==> src/rtl/dld_pkg.sv <==
package dld_pkg;

    // Pairing machine: which edge, if any, is waiting for its partner
    typedef enum logic [1:0] {
        PAIR_IDLE     = 2'd0,
        PAIR_WAIT_FB  = 2'd1,
        PAIR_WAIT_REF = 2'd2
    } pair_st_t;

    // Hysteresis machine
    typedef enum logic {
        LK_UNLOCKED = 1'b0,
        LK_LOCKED   = 1'b1
    } lock_st_t;

endpackage

==> src/rtl/dld_edge_det.sv <==
// Per-channel synchronizer followed by a rising-edge detector.
module dld_edge_det #(
    parameter int CHANNELS    = 2,
    parameter int SYNC_STAGES = 2
) (
    input  logic                clk,
    input  logic                rst_n,
    input  logic [CHANNELS-1:0] sig_in,
    output logic [CHANNELS-1:0] rise
);

    genvar ch;
    generate
        for (ch = 0; ch < CHANNELS; ch++) begin : g_ch
            logic synced;
            logic prev;

            if (SYNC_STAGES > 0) begin : g_sync
                logic [SYNC_STAGES-1:0] chain;
                always_ff @(posedge clk or negedge rst_n) begin
                    if (!rst_n) begin
                        chain <= '0;
                    end else begin
                        chain <= {chain[SYNC_STAGES-2 >= 0 ? SYNC_STAGES-2 : 0 : 0], sig_in[ch]} & {SYNC_STAGES{1'b1}};
                    end
                end
                assign synced = chain[SYNC_STAGES-1];
            end else begin : g_nosync
                assign synced = sig_in[ch];
            end

            always_ff @(posedge clk or negedge rst_n) begin
                if (!rst_n) begin
                    prev <= 1'b0;
                end else begin
                    prev <= synced;
                end
            end

            assign rise[ch] = synced & ~prev;
        end
    endgenerate

endmodule

==> src/rtl/dld_sep_meter.sv <==
// Pairs reference and feedback edges and reports the cycle distance.
module dld_sep_meter
    import dld_pkg::*;
#(
    parameter int CNT_W = 8
) (
    input  logic             clk,
    input  logic             rst_n,
    input  logic             rise_ref,
    input  logic             rise_fb,
    output logic             meas_valid,
    output logic [CNT_W-1:0] meas_sep
);

    localparam logic [CNT_W-1:0] CNT_MAX = {CNT_W{1'b1}};
    localparam logic [CNT_W-1:0] CNT_ONE = CNT_W'(1);

    pair_st_t         state_q, state_d;
    logic [CNT_W-1:0] cnt_q, cnt_d;
    logic             done_d;
    logic [CNT_W-1:0] sep_d;

    // State register
    always_ff @(posedge clk or negedge rst_n) begin
        if (!rst_n) begin
            state_q <= PAIR_IDLE;
            cnt_q   <= '0;
        end else begin
            state_q <= state_d;
            cnt_q   <= cnt_d;
        end
    end

    // Next state and counter
    always_comb begin
        state_d = state_q;
        cnt_d   = cnt_q;
        done_d  = 1'b0;
        sep_d   = '0;
        unique case (state_q)
            PAIR_IDLE: begin
                if (rise_ref && rise_fb) begin
                    // coincident
                    done_d = 1'b1;
                    sep_d  = '0;
                end else if (rise_ref) begin
                    // start-ref
                    state_d = PAIR_WAIT_FB;
                    cnt_d   = CNT_ONE;
                end else if (rise_fb) begin
                    // start-fb
                    state_d = PAIR_WAIT_REF;
                    cnt_d   = CNT_ONE;
                end
            end
            PAIR_WAIT_FB: begin
                if (rise_fb) begin
                    // close
                    done_d  = 1'b1;
                    sep_d   = cnt_q;
                    state_d = PAIR_IDLE;
                    cnt_d   = '0;
                end else if (cnt_q != CNT_MAX) begin
                    // repeat edges on ref do not restart the count
                    cnt_d = cnt_q + CNT_ONE;
                end
            end
            PAIR_WAIT_REF: begin
                if (rise_ref) begin
                    // close
                    done_d  = 1'b1;
                    sep_d   = cnt_q;
                    state_d = PAIR_IDLE;
                    cnt_d   = '0;
                end else if (cnt_q != CNT_MAX) begin
                    cnt_d = cnt_q + CNT_ONE;
                end
            end
            default: begin
                state_d = PAIR_IDLE;
                cnt_d   = '0;
            end
        endcase
    end

    // Output register
    always_ff @(posedge clk or negedge rst_n) begin
        if (!rst_n) begin
            meas_valid <= 1'b0;
            meas_sep   <= '0;
        end else begin
            meas_valid <= done_d;
            meas_sep   <= done_d ? sep_d : meas_sep;
        end
    end

endmodule

==> src/rtl/dld_hyst_fsm.sv <==
// Two-threshold lock decision with a selectable window pair.
module dld_hyst_fsm
    import dld_pkg::*;
#(
    parameter int CNT_W      = 8,
    parameter int LOCK_WIN0  = 10,
    parameter int UNLOCK_WIN0 = 15,
    parameter int LOCK_WIN1  = 4,
    parameter int UNLOCK_WIN1 = 7
) (
    input  logic             clk,
    input  logic             rst_n,
    input  logic             meas_valid,
    input  logic [CNT_W-1:0] meas_sep,
    input  logic             win_sel,
    input  logic             det_off,
    output logic             locked
);

    localparam int NSETS = 2;
    localparam logic [CNT_W-1:0] LK_TAB [NSETS] = '{CNT_W'(LOCK_WIN0),   CNT_W'(LOCK_WIN1)};
    localparam logic [CNT_W-1:0] UL_TAB [NSETS] = '{CNT_W'(UNLOCK_WIN0), CNT_W'(UNLOCK_WIN1)};

    lock_st_t         state_q, state_d;
    logic [CNT_W-1:0] lk_thr;
    logic [CNT_W-1:0] ul_thr;

    assign lk_thr = LK_TAB[win_sel];
    assign ul_thr = UL_TAB[win_sel];

    // State register
    always_ff @(posedge clk or negedge rst_n) begin
        if (!rst_n) begin
            state_q <= LK_UNLOCKED;
        end else begin
            state_q <= state_d;
        end
    end

    always_comb begin
        state_d = state_q;
        if (det_off) begin
            // disable
            state_d = LK_UNLOCKED;
        end else if (meas_valid) begin
            unique case (state_q)
                LK_UNLOCKED: if (meas_sep < lk_thr)  state_d = LK_LOCKED;   // acquire
                LK_LOCKED:   if (meas_sep >= ul_thr) state_d = LK_UNLOCKED; // lose
                default:     state_d = LK_UNLOCKED;
            endcase
        end
        // otherwise: hold
    end

    assign locked = (state_q == LK_LOCKED);

endmodule

==> src/rtl/dld_lock_detect.sv <==
module dld_lock_detect #(
    parameter int CNT_W       = 8,
    parameter int SYNC_STAGES = 2,
    parameter int LOCK_WIN0   = 10,
    parameter int UNLOCK_WIN0 = 15,
    parameter int LOCK_WIN1   = 4,
    parameter int UNLOCK_WIN1 = 7
) (
    input  logic clk,
    input  logic rst_n,
    input  logic ref_in,
    input  logic fb_in,
    input  logic win_sel,
    input  logic det_off,
    input  logic pol_low,
    output logic status
);

    localparam int CH_REF = 0;
    localparam int CH_FB  = 1;

    logic [1:0]       rise;
    logic             meas_valid;
    logic [CNT_W-1:0] meas_sep;
    logic             lock_raw;

    dld_edge_det #(
        .CHANNELS    (2),
        .SYNC_STAGES (SYNC_STAGES)
    ) u_edge (
        .clk    (clk),
        .rst_n  (rst_n),
        .sig_in ({fb_in, ref_in}),
        .rise   (rise)
    );

    dld_sep_meter #(
        .CNT_W (CNT_W)
    ) u_meter (
        .clk        (clk),
        .rst_n      (rst_n),
        .rise_ref   (rise[CH_REF]),
        .rise_fb    (rise[CH_FB]),
        .meas_valid (meas_valid),
        .meas_sep   (meas_sep)
    );

    dld_hyst_fsm #(
        .CNT_W       (CNT_W),
        .LOCK_WIN0   (LOCK_WIN0),
        .UNLOCK_WIN0 (UNLOCK_WIN0),
        .LOCK_WIN1   (LOCK_WIN1),
        .UNLOCK_WIN1 (UNLOCK_WIN1)
    ) u_hyst (
        .clk        (clk),
        .rst_n      (rst_n),
        .meas_valid (meas_valid),
        .meas_sep   (meas_sep),
        .win_sel    (win_sel),
        .det_off    (det_off),
        .locked     (lock_raw)
    );

    // Output process: gate, then apply polarity
    always_ff @(posedge clk or negedge rst_n) begin
        if (!rst_n) begin
            status <= 1'b0;
        end else begin
            status <= (lock_raw & ~det_off) ^ pol_low;
        end
    end

endmodule

==> config.mk <==
export PLATFORM = sky130hd
export DESIGN_NAME = dld_lock_detect
export DESIGN_NICKNAME = d
export VERILOG_FILES = /design/src/rtl/dld_pkg.sv /design/src/rtl/dld_edge_det.sv /design/src/rtl/dld_sep_meter.sv /design/src/rtl/dld_hyst_fsm.sv /design/src/rtl/dld_lock_detect.sv
export SDC_FILE = /design/constraint.sdc
export NUM_CORES = 1
export LEC_CHECK = 0
export BUFFER_PORTS_ARGS = -buffer_cell sky130_fd_sc_hd__buf_2
export CAP_MARGIN = 5
export CORE_MARGIN = 2
export CORE_UTILIZATION = 35
export DETAILED_ROUTE_END_ITERATION = 7
export GPL_TIMING_DRIVEN = 0
export SYNTH_ARGS = -nofsm -noshare
export SYNTH_HDL_FRONTEND = slang
export SYNTH_HIERARCHICAL = 1
export SYNTH_SLANG_ARGS = --single-unit
==> constraint.sdc <==
create_clock -name clk -period 2.09 [get_ports clk]
set_input_delay 0.418 -clock clk [delete_from_list [all_inputs] [get_ports clk]]
set_output_delay 0.418 -clock clk [all_outputs]
set_load 0.005 [all_outputs]
# ---- Word-level counts from Yosys, hierarchy flattened
# Index checks and enable logic that the tools add are counted.
dict set report word_totals {
  mem_count 0
  register_bits 27
  rom_bits 0
  latch_bits 0
  ramBits 0
}
dict set report op_classes {
  shifts 0
  div_mod_pow 0
  n_eq_ne 7
  n_lt_le_gt_ge 3
  reduce_logical 5
  mux 31
  add_sub_neg 1
  n_mul 0
  bitwise_logic 9
}
# operator count
set op_table {}
lappend op_table {{8-bit 2-to-1 mux} 12}
lappend op_table {{8-bit one-hot mux with 3 select lines} 1}
lappend op_table {{8-bit one-hot mux with 2 select lines} 1}
lappend op_table {{2-bit 2-to-1 mux} 5}
lappend op_table {{8-bit by 1-bit adder with 8-bit output, second input constant} 1}
lappend op_table {{8-bit greater-or-equal comparator} 1}
lappend op_table {{8-bit < comparator} 1}
lappend op_table {{4-bit 2-to-1 mux} 2}
lappend op_table {{8-bit != test, second input constant} 1}
lappend op_table {{1-bit 2-to-1 mux} 7}
lappend op_table {{2-bit one-hot mux with 3 select lines} 1}
lappend op_table {{2-bit by 1-bit != test with 1-bit output, second input constant} 2}
lappend op_table {{1-bit inverter} 4}
lappend op_table {{4-bit AND reduction} 1}
lappend op_table {{1-bit AND} 3}
lappend op_table {{3-bit by 1-bit != test with 1-bit output, second input constant} 1}
lappend op_table {{1-bit one-hot mux with 3 select lines} 1}
lappend op_table {{2-bit by 1-bit == test with 1-bit output, second input constant} 1}
lappend op_table {{2-bit == test, second input constant} 1}
lappend op_table {{2-bit greater-or-equal comparator, second input constant} 1}
lappend op_table {{2-bit zero test} 1}
lappend op_table {{2-bit != test, second input constant} 1}
lappend op_table {{1-bit inverter with 2-bit output} 1}
lappend op_table {{1-bit one-hot mux with 2 select lines} 1}
lappend op_table {{4 further kinds} 4}

# ---- Logic depth before layout (Yosys ltp)
# Gate-level depths: netlist of the first run.
dict set report logic_depth {
  depth_word 9
  depth_mapped 7
}

# ---- Hierarchy
# The synthesis of the first run kept the hierarchy.
# mod area_each_um2 seq_area_each_um2 cells_per_inst n_inst
set by_module_without_submodules {}
lappend by_module_without_submodules {dld_sep_meter 1087.3 475.5 116 1}
lappend by_module_without_submodules {dld_edge_det 177.7 150.1 8 1}
lappend by_module_without_submodules {dld_hyst_fsm 126.4 25.0 14 1}
lappend by_module_without_submodules {dld_lock_detect 55.1 25.0 3 1}

# ---- Worst setup path before layout of the first run
# Ideal clock, no wire load.
dict set report synth_path {
  path_kind {reg2reg}
  start {reg u_meter.state_q[0]}
  end {reg u_meter.meas_sep[0]}
  setup_slack_ns 0.644
  required_time_ns 2.011
  n_path_buf 1
  stages_incl_launch_ff 8
  setup_time_ns 0.079
  arrival_time_ns 1.366
  cell_sequence {dfrtp_1 inv_1 ha_1 a21o_1 nand2_1 a21oi_1 buf_4 mux2i_1}
}
dict set report synth_between {
  elab_chain_len 2
}
# element line_no
set synth_lines {}
lappend synth_lines {{start: declaration} dld_sep_meter.sv:18} ;# pair_st_t state_q, state_d;
lappend synth_lines {{start signal: assignment} dld_sep_meter.sv:29} ;# state_q <= state_d;
lappend synth_lines {{2-bit == test (tied with other cells)} dld_sep_meter.sv:40} ;# unique case (state_q)
lappend synth_lines {{1-bit one-hot mux with 3 select lines (*)} dld_sep_meter.sv:40}
lappend synth_lines {{named net u_meter.done_d} dld_sep_meter.sv:20} ;# logic done_d;
lappend synth_lines {{end signal: assignment} dld_sep_meter.sv:93} ;# meas_sep <= done_d ? sep_d : meas_sep;
lappend synth_lines {{end: declaration} dld_sep_meter.sv:12} ;# output logic [CNT_W-1:0] meas_sep
# The timed path passes the listed nets; every way through them passes the cells marked *.
# A chain may end at the register's enable or synchronous reset.

# ---- Final worst setup path of the first run
dict set report layout_path {
  start {reg u_meter.state_q[1]}
  end {reg u_meter.meas_sep[1]}
}
dict set report layout_between {
  elab_chain_len 2
}
# element line_no
set layout_lines {}
lappend layout_lines {{2-bit == test (tied with other cells)} dld_sep_meter.sv:40}
lappend layout_lines {{1-bit one-hot mux with 3 select lines or 8-bit one-hot mux with 2 select lines (tied branches)} dld_sep_meter.sv:40}
# Several ways; a longest one is shown, not always the timed one.

==> reports/qor.yml, run 1 <==
synthesis:
  synthXorXnorAreaFrac_pct: 1.73
  synth-simple-area-share_pct: 18.3
  synthMuxAreaShare_pct: 5.54
  synth_top_family_by_area: "simple AND/OR/NAND/NOR gates"
  synth_top_area_cell: "dfrtp_1"
  ys_warn_count: 6
  syn_nets: 155
  synthAdderAreaFrac_pct: 6.06
  synthArstFlopShare_pct: 100
  syn_area_um2: 1450
  synth_edf_count: 0
  synth-main-ff-cell: "dfrtp_1"
  syn_area_per_cell_um2: 10.3
  syn-instance-count: 141
  synth_compound_area_share_pct: 15.9
  synth_area_leaders: "dfrtp_1 47%, ha_1 6.1%, mux2i_1 5.5%"
  synth_cell_types: 37
  synth_top_cell_area_share_pct: 46.7
  yosysSeqAreaShare_pct: 46.7
  ys_ff_latch: 27
routing:
  wirelength_um: 2540
  drt_pass1_iterations: 4
  wire_per_inst_um: 12.6
  via_per_inst: 5.22
  drtIter0Drc: 73
  ant_nets: 0
  drc: 0
  dr_total_vias: 1054
timing:
  tightestPinTransition_ps: 589
  max_freq_mhz: 597
  slew_headroom_pct: 60.7
  fin_crit_ps: 1680
  skew_ps: 1.52
  grt_setup_unrepaired: "false"
  setup_tns_ps: 0
  post-route-period-util_pct: 80.2
  fin_hold_ws_ps: 140
  drv_slew: 0
  timing.final.ws_setup_ps: 415
  setup_violations: 0
  hold_violations: 0
worst_setup_path:
  required_ps: 2290
  worst_path_most_repeated_cell: "nand2_1"
  cp_max_fo: 8
  start_kind: "register"
  path_cells: "inv_1, ha_1, nand2_1, a21boi_1, nand2_1, mux2i_1"
  critical_path_class: "register to register"
  critPathSlowestCell: "dfrtp_1"
  critPathMaxStageDelay_ps: 450
  path_delay_family: "flip-flops"
  worstPathArrival_ps: 1880
  crit_buf_inv: 1
  crit_path_end_kind: "register"
cells_and_area:
  fin_nets: 167
  instances_no_fill: 202
  layout-drive-gt1-share_pct: 16.4
  antenna_cells: 0
  area_growth_syn_to_layout_pct: 10.1
  finish.utilization_pct: 39.8
worst_hold_path:
  hp-class: "primary input to async pin"
placement:
  gp_congestion: 0.774
  dp_cells: 198
  dp_slack_ps: 411
  io_buffers: 7
  dp_hpwl_um: 1840
run_status:
  status: "complete, no violations"
cts:
  clkTransAtPathRegs_ps: 90
  cts_buffer_depth: 2
  cts_sinks: 27
  root_buffer: "clkbuf_8"
  tritoncts: "done"
  cts_hold_buf: 0
  post-cts-setup-buffer-count: 0
  clk_latency_ps: 270
  htreeDepth: 1
  cts_buffers: 3
  cts_resized: 0
global_route:
  antenna_found_initial: 0
  grt_max_degree: 28
  grt_first_pass_wirelength_um: 4260
  grt_overflow: 0
  grt_pass1_vias: 953
  grt_usage_pct: 12.4
power_and_ir_drop:
  p_per_area_nw_per_um2: 900
  seq_power_share_pct: 45.2
  power_switching_w: 0.000510
  comb_power_share_pct: 34.0
  p_clk_share_pct: 20.7
  p_int_w: 0.000924
  peakVddDrop_mv: 0.256
  switching_share_pct: 35.6
  p_leak_nw: 0.681
die:
  die-width_um: 68.3
  start_util_pct: 36.2
  die_y_um: 68.3
  die-area_um2: 4660
  rows: 23
  coreArea_um2: 4000
  ios: 8
run:
  max-cap-violations: 0
## cells in the final DEF, fill, tap and decap left out, types with 2 or more instances in the layout
| master | count |
|---|---|
| a21oi_1 | 10 |
| a22o_1 | 2 |
| buf_2 | 8 |
| buf_4 | 2 |
| clkbuf_8 | 3 |
| dfrtp_1 | 27 |
| ha_1 | 7 |
| inv_1 | 17 |
| mux2i_1 | 8 |
| nand2_1 | 16 |
| nand2b_1 | 4 |
| nand2b_4 | 2 |
| nand3_1 | 4 |
| nand4_1 | 4 |
| nor2_1 | 8 |
| nor2b_4 | 2 |
| o211ai_1 | 2 |
| o21ai_0 | 4 |
| o21ai_1 | 2 |
## synth_stat cells, types with 2 or more instances
cell      count
o21ai_0       4
o211ai_1      2
nand2_1      16
a21oi_1      10
buf_4         2
dfrtp_1      27
o21ai_1       2
nand2b_4      2
a22o_1        2
nor2_1        8
inv_1        17
nor2b_4       2
ha_1          7
nand4_1       4
mux2i_1       8
nand3_1       4
nand2b_1      4
## through the flow
| stage | instance area [µm²] | total power, W |
|---|---|---|
| after floorplan | 1450 | 0.00103 |
| after global placement | 1540 | 0.00113 |
| after detailed placement | 1540 | 0.00114 |
| after CTS | 1590 | 0.00145 |
| after global routing | 1590 | 0.00154 |
| final | 1590 | 0.00143 |
## power by group through the flow
stage	combinational, W	clock [W]	sequential [W]
after floorplan	0.000389	0	0.000642
after global placement	0.000469	0	0.000656
after detailed placement	0.000483	0	0.000659
after CTS	0.000487	0.000312	0.000648
after global routing	0.000543	0.000334	0.000661
final	0.000488	0.000297	0.000649
## final timing paths
| check | startpoint | slack (ps) | end | depth (start not counted) |
|---|---|---|---|---|
| worst min register to register | u_edge/g_ch[0].g_sync.chain[0] | 360 | u_edge/g_ch[0].g_sync.chain[1] | 0 |
| max in group asynchronous | rst_n | 1570 | u_meter/meas_valid | 1 |
| worst max-delay path | u_meter/state_q[1] | 410 | u_meter/meas_sep[1] | 6 |
| worst min-delay path | rst_n | 140 | u_edge/g_ch[0].g_sync.chain[0] | 1 |
| worst max register to register | u_meter/state_q[1] | 410 | u_meter/meas_sep[1] | 6 |
| min in group clk | ref_in | 250 | u_edge/g_ch[0].g_sync.chain[0] | 1 |
## cells by family after synthesis
group	after synthesis
compound gates	32
flops	27
simple gates	45
fa+ha+maj	7
buf+inv	20
xor+xnor	2
mux	8
## sequential cells by signal, summed over array words and instances, names as in the netlist
signal / count
u_meter/cnt_q: 8
u_meter/meas_sep: 8
u_edge/g_ch.g_sync.chain: 4
u_edge/g_ch.prev: 2
u_meter/state_q: 2
status: 1
u_hyst/locked: 1
u_meter/meas_valid: 1
## final cells by class
cell class                 count  area (µm²)
buffer                         3        20.0
tap                           50        62.6
clock inverter                 1        7.51
inverter                      17        63.8
timing repair buffer           7        35.0
sequential                    27         676
fill                         398        2410
multi-input combinational     94         687
clock buffer                   3        41.3
## routing by layer
metal / vias up / track usage (%) / share of wire [%] / wire length, µm
li1: 508 / - / - / -
met1: 512 / 14.8 / 47 / 1190
met2: 28 / 20.6 / 47 / 1200
met3: 6 / 4.11 / 4.2 / 107
met4: 0 / 4.75 / 1.7 / 43
met5: - / 0 / 0 / 0
(Power assumes the default switching activity.)
==> run 2: changes to the inputs <==
==> constraint.sdc (replaced) <==
create_clock -name clk -period 1.7 [get_ports clk]
set_input_delay 0.34 -clock clk [delete_from_list [all_inputs] [get_ports clk]]
set_output_delay 0.34 -clock clk [all_outputs]
set_load 0.005 [all_outputs]
==> run 2 against run 1 <==
  * Critical path type unchanged
  * Clock skew about the same
  * Worst setup slack got worse by 290 ps
  * Sequential power rose by 24%
  * Die area unchanged
  * Critical endpoint is now u_meter/cnt_q[6]
==> reports/qor.yml, run 2 (synthesis results as in run 1) <==
worst_setup_path:
  start_kind: "register"  # unchanged
  reg2reg_to: "u_meter/cnt_q[6]"  # was u_meter/meas_sep[1]
  rr_worst_depth: 6  # unchanged
  critical_path_class: "register to register"  # unchanged
  crit_path_end_kind: "register"  # unchanged
  r2r_setup_slack_ps: 120  # was 410 ps
  worstPathArrival_ps: 1770  # was 1880 ps
  reg2reg_from: "u_meter/state_q[0]"  # was u_meter/state_q[1]
  required_ps: 1890  # was 2290 ps
  cp_max_fo: 10  # was 8
routing:
  drc: 0  # unchanged
  wirelength_um: 2670  # was 2540 µm
  via_per_inst: 5.10  # was 5.22
  drtIter0Drc: 104  # was 73
  dr_total_vias: 1035  # was 1054
  wire_per_inst_um: 13.1  # was 12.6 µm
  ant_nets: 0  # unchanged
  drt_pass1_iterations: 4  # unchanged
power_and_ir_drop:
  power_switching_w: 0.000647  # was 0.000510 W
  switching_share_pct: 35.4  # was 35.6%
  p_per_area_nw_per_um2: 1120  # was 900 nW/µm²
  p_leak_nw: 0.684  # was 0.681 nW
  comb_power_share_pct: 36.2  # was 34.0%
  seq_power_share_pct: 44.0  # was 45.2%
  p_clk_share_pct: 19.8  # was 20.7%
  p_int_w: 0.00118  # was 0.000924 W
  peakVddDrop_mv: 0.316  # was 0.256 mV
run_status:
  status: "complete, no violations"  # unchanged
worst_hold_path:
  hp-class: "primary input to async pin"  # unchanged
timing:
  post-route-period-util_pct: 92.8  # was 80.2%
  setup_violations: 0  # unchanged
  max_freq_mhz: 634  # was 597 MHz
  slew_headroom_pct: 61.0  # was 60.7%
  skew_ps: 1.97  # was 1.52 ps
  setup_tns_ps: 0  # unchanged
  grt_setup_unrepaired: "false"  # unchanged
  drv_slew: 0  # unchanged
  fin_crit_ps: 1580  # was 1680 ps
  hold_violations: 0  # unchanged
  tightestPinTransition_ps: 586  # was 589 ps
cells_and_area:
  final_cell_mix: "25 x dfrtp_1, 16 x inv_1, 16 x nand2_1"  # was 27 x dfrtp_1, 17 x inv_1, 16 x nand2_1
  antenna_cells: 0  # unchanged
  final_common_cell: "dfrtp_1"  # unchanged
  reg_top3: "u_meter/cnt_q x8, u_meter/meas_sep x8, u_edge/g_ch.g_sync.chain x4"  # unchanged
  area_growth_syn_to_layout_pct: 12.9  # was 10.1%
  fin_nets: 168  # was 167
  multi_input_area_um2: 719  # was 687 µm²
  nFillCells: 394  # was 398
  seqCellArea_um2: 678  # was 676 µm²
  design_area_um2: 1630  # was 1590 µm²
  layout-drive-gt1-share_pct: 22.2  # was 16.4%
cts:
  cts_sinks: 27  # unchanged
  root_buffer: "clkbuf_8"  # unchanged
  post-cts-setup-buffer-count: 0  # unchanged
  htreeDepth: 1  # unchanged
  cts_buffers: 3  # unchanged
  cts_hold_buf: 0  # unchanged
  clk_latency_ps: 270  # about the same
  tritoncts: "done"  # unchanged
  cts_buffer_depth: 2  # unchanged
  clkTransAtPathRegs_ps: 90  # about the same
global_route:
  grt_overflow: 0  # unchanged
  grt_max_degree: 28  # unchanged
  grt_usage_pct: 12.5  # was 12.4%
  antenna_found_initial: 0  # unchanged
  grt_pass1_vias: 957  # was 953
  grt_first_pass_wirelength_um: 4300  # was 4260 µm
placement:
  gp_congestion: 0.774  # unchanged
  dp_hpwl_um: 1840  # unchanged
  post_dp_cell_area_um2: 1540  # unchanged
  io_buffers: 7  # unchanged
die:
  die-area_um2: 4660  # unchanged
  die-width_um: 68.3  # unchanged
  start_util_pct: 36.2  # unchanged
  coreArea_um2: 4000  # unchanged
  rows: 23  # unchanged
  die_y_um: 68.3  # unchanged
  ios: 8  # unchanged
run:
  max-cap-violations: 0  # unchanged
## run 2: cell types whose count changed in the layout (fill, tap and decap cells not counted), sizes merged
cell  change
buf       +1
## run 2: what timing repair did
action                                  in CTS  in global routing
gates resized for setup                      1                 10
endpoints found under the setup margin       1                 12
endpoints found under the hold margin        0                  0
gates cloned                                 0                  1
## run 2: worst max-delay path by stage
| stage | start | end | slack [ps] | cells after the start |
|---|---|---|---|---|
| final | u_meter/state_q[0] | u_meter/cnt_q[6] | 120 | 6 |
| after global routing | u_edge/g_ch[1].g_sync.chain[1] | u_meter/cnt_q[6] | 8 | 6 |
| after detailed placement | u_meter/state_q[1] | u_meter/meas_sep[4] | 20 | 6 |
| after floorplan | u_meter/state_q[0] | u_meter/meas_sep[0] | 250 | 7 |
| after CTS | u_meter/state_q[0] | u_meter/meas_sep[7] | 50 | 7 |
| after global placement | u_meter/state_q[1] | u_meter/meas_sep[2] | 100 | 6 |
## run 2: through the flow
step           power [W]  utilization, %  worst slack [ps]  hold WS (ps)  instances
2_1_floorplan    0.00127               -               254          44.4        141
6_report         0.00183            40.8               123          60.1        203
3_3_place_gp     0.00138            38.6               105           333        198
5_1_grt          0.00196            40.8              8.11          97.6        203
4_1_cts          0.00178            39.9              51.6          83.2        202
3_5_place_dp     0.00140            38.6              20.9           348        198
## run 2: power groups by stage
stage / registers (W) / clock network, W / logic (W)
finish: 0.000805 / 0.000362 / 0.000662
detailed placement: 0.000811 / 0 / 0.000594
CTS: 0.000797 / 0.000383 / 0.000603
global placement: 0.000807 / 0 / 0.000576
floorplan: 0.000790 / 0 / 0.000478
global route: 0.000818 / 0.000409 / 0.000737
## run 2: cell type report
type | count | area share (%)
Timing Repair Buffer | 8 | 2.45
Buffer | 3 | 1.23
Sequential cell | 27 | 41.5
Tap cell | 50 | 3.83
Clock inverter | 1 | 0.460
Inverter | 17 | 3.91
Multi-Input combinational cell | 94 | 44.1
Clock buffer | 3 | 2.53
## run 2: critical path: stages, from the launching register on
cell      delay (ps)
dfrtp_2          450
inv_2            100
ha_2             220
nand2b_1         110
a21oi_4          300
o31ai_1          150
a21oi_1          180
## run 2: layer usage
metal | vias up | track usage (%) | wire [µm]
li1 | 511 | - | -
met1 | 500 | 15.0 | 1260
met2 | 20 | 20.8 | 1290
met3 | 4 | 4.11 | 86
met4 | 0 | 4.75 | 31
met5 | - | 0 | 0
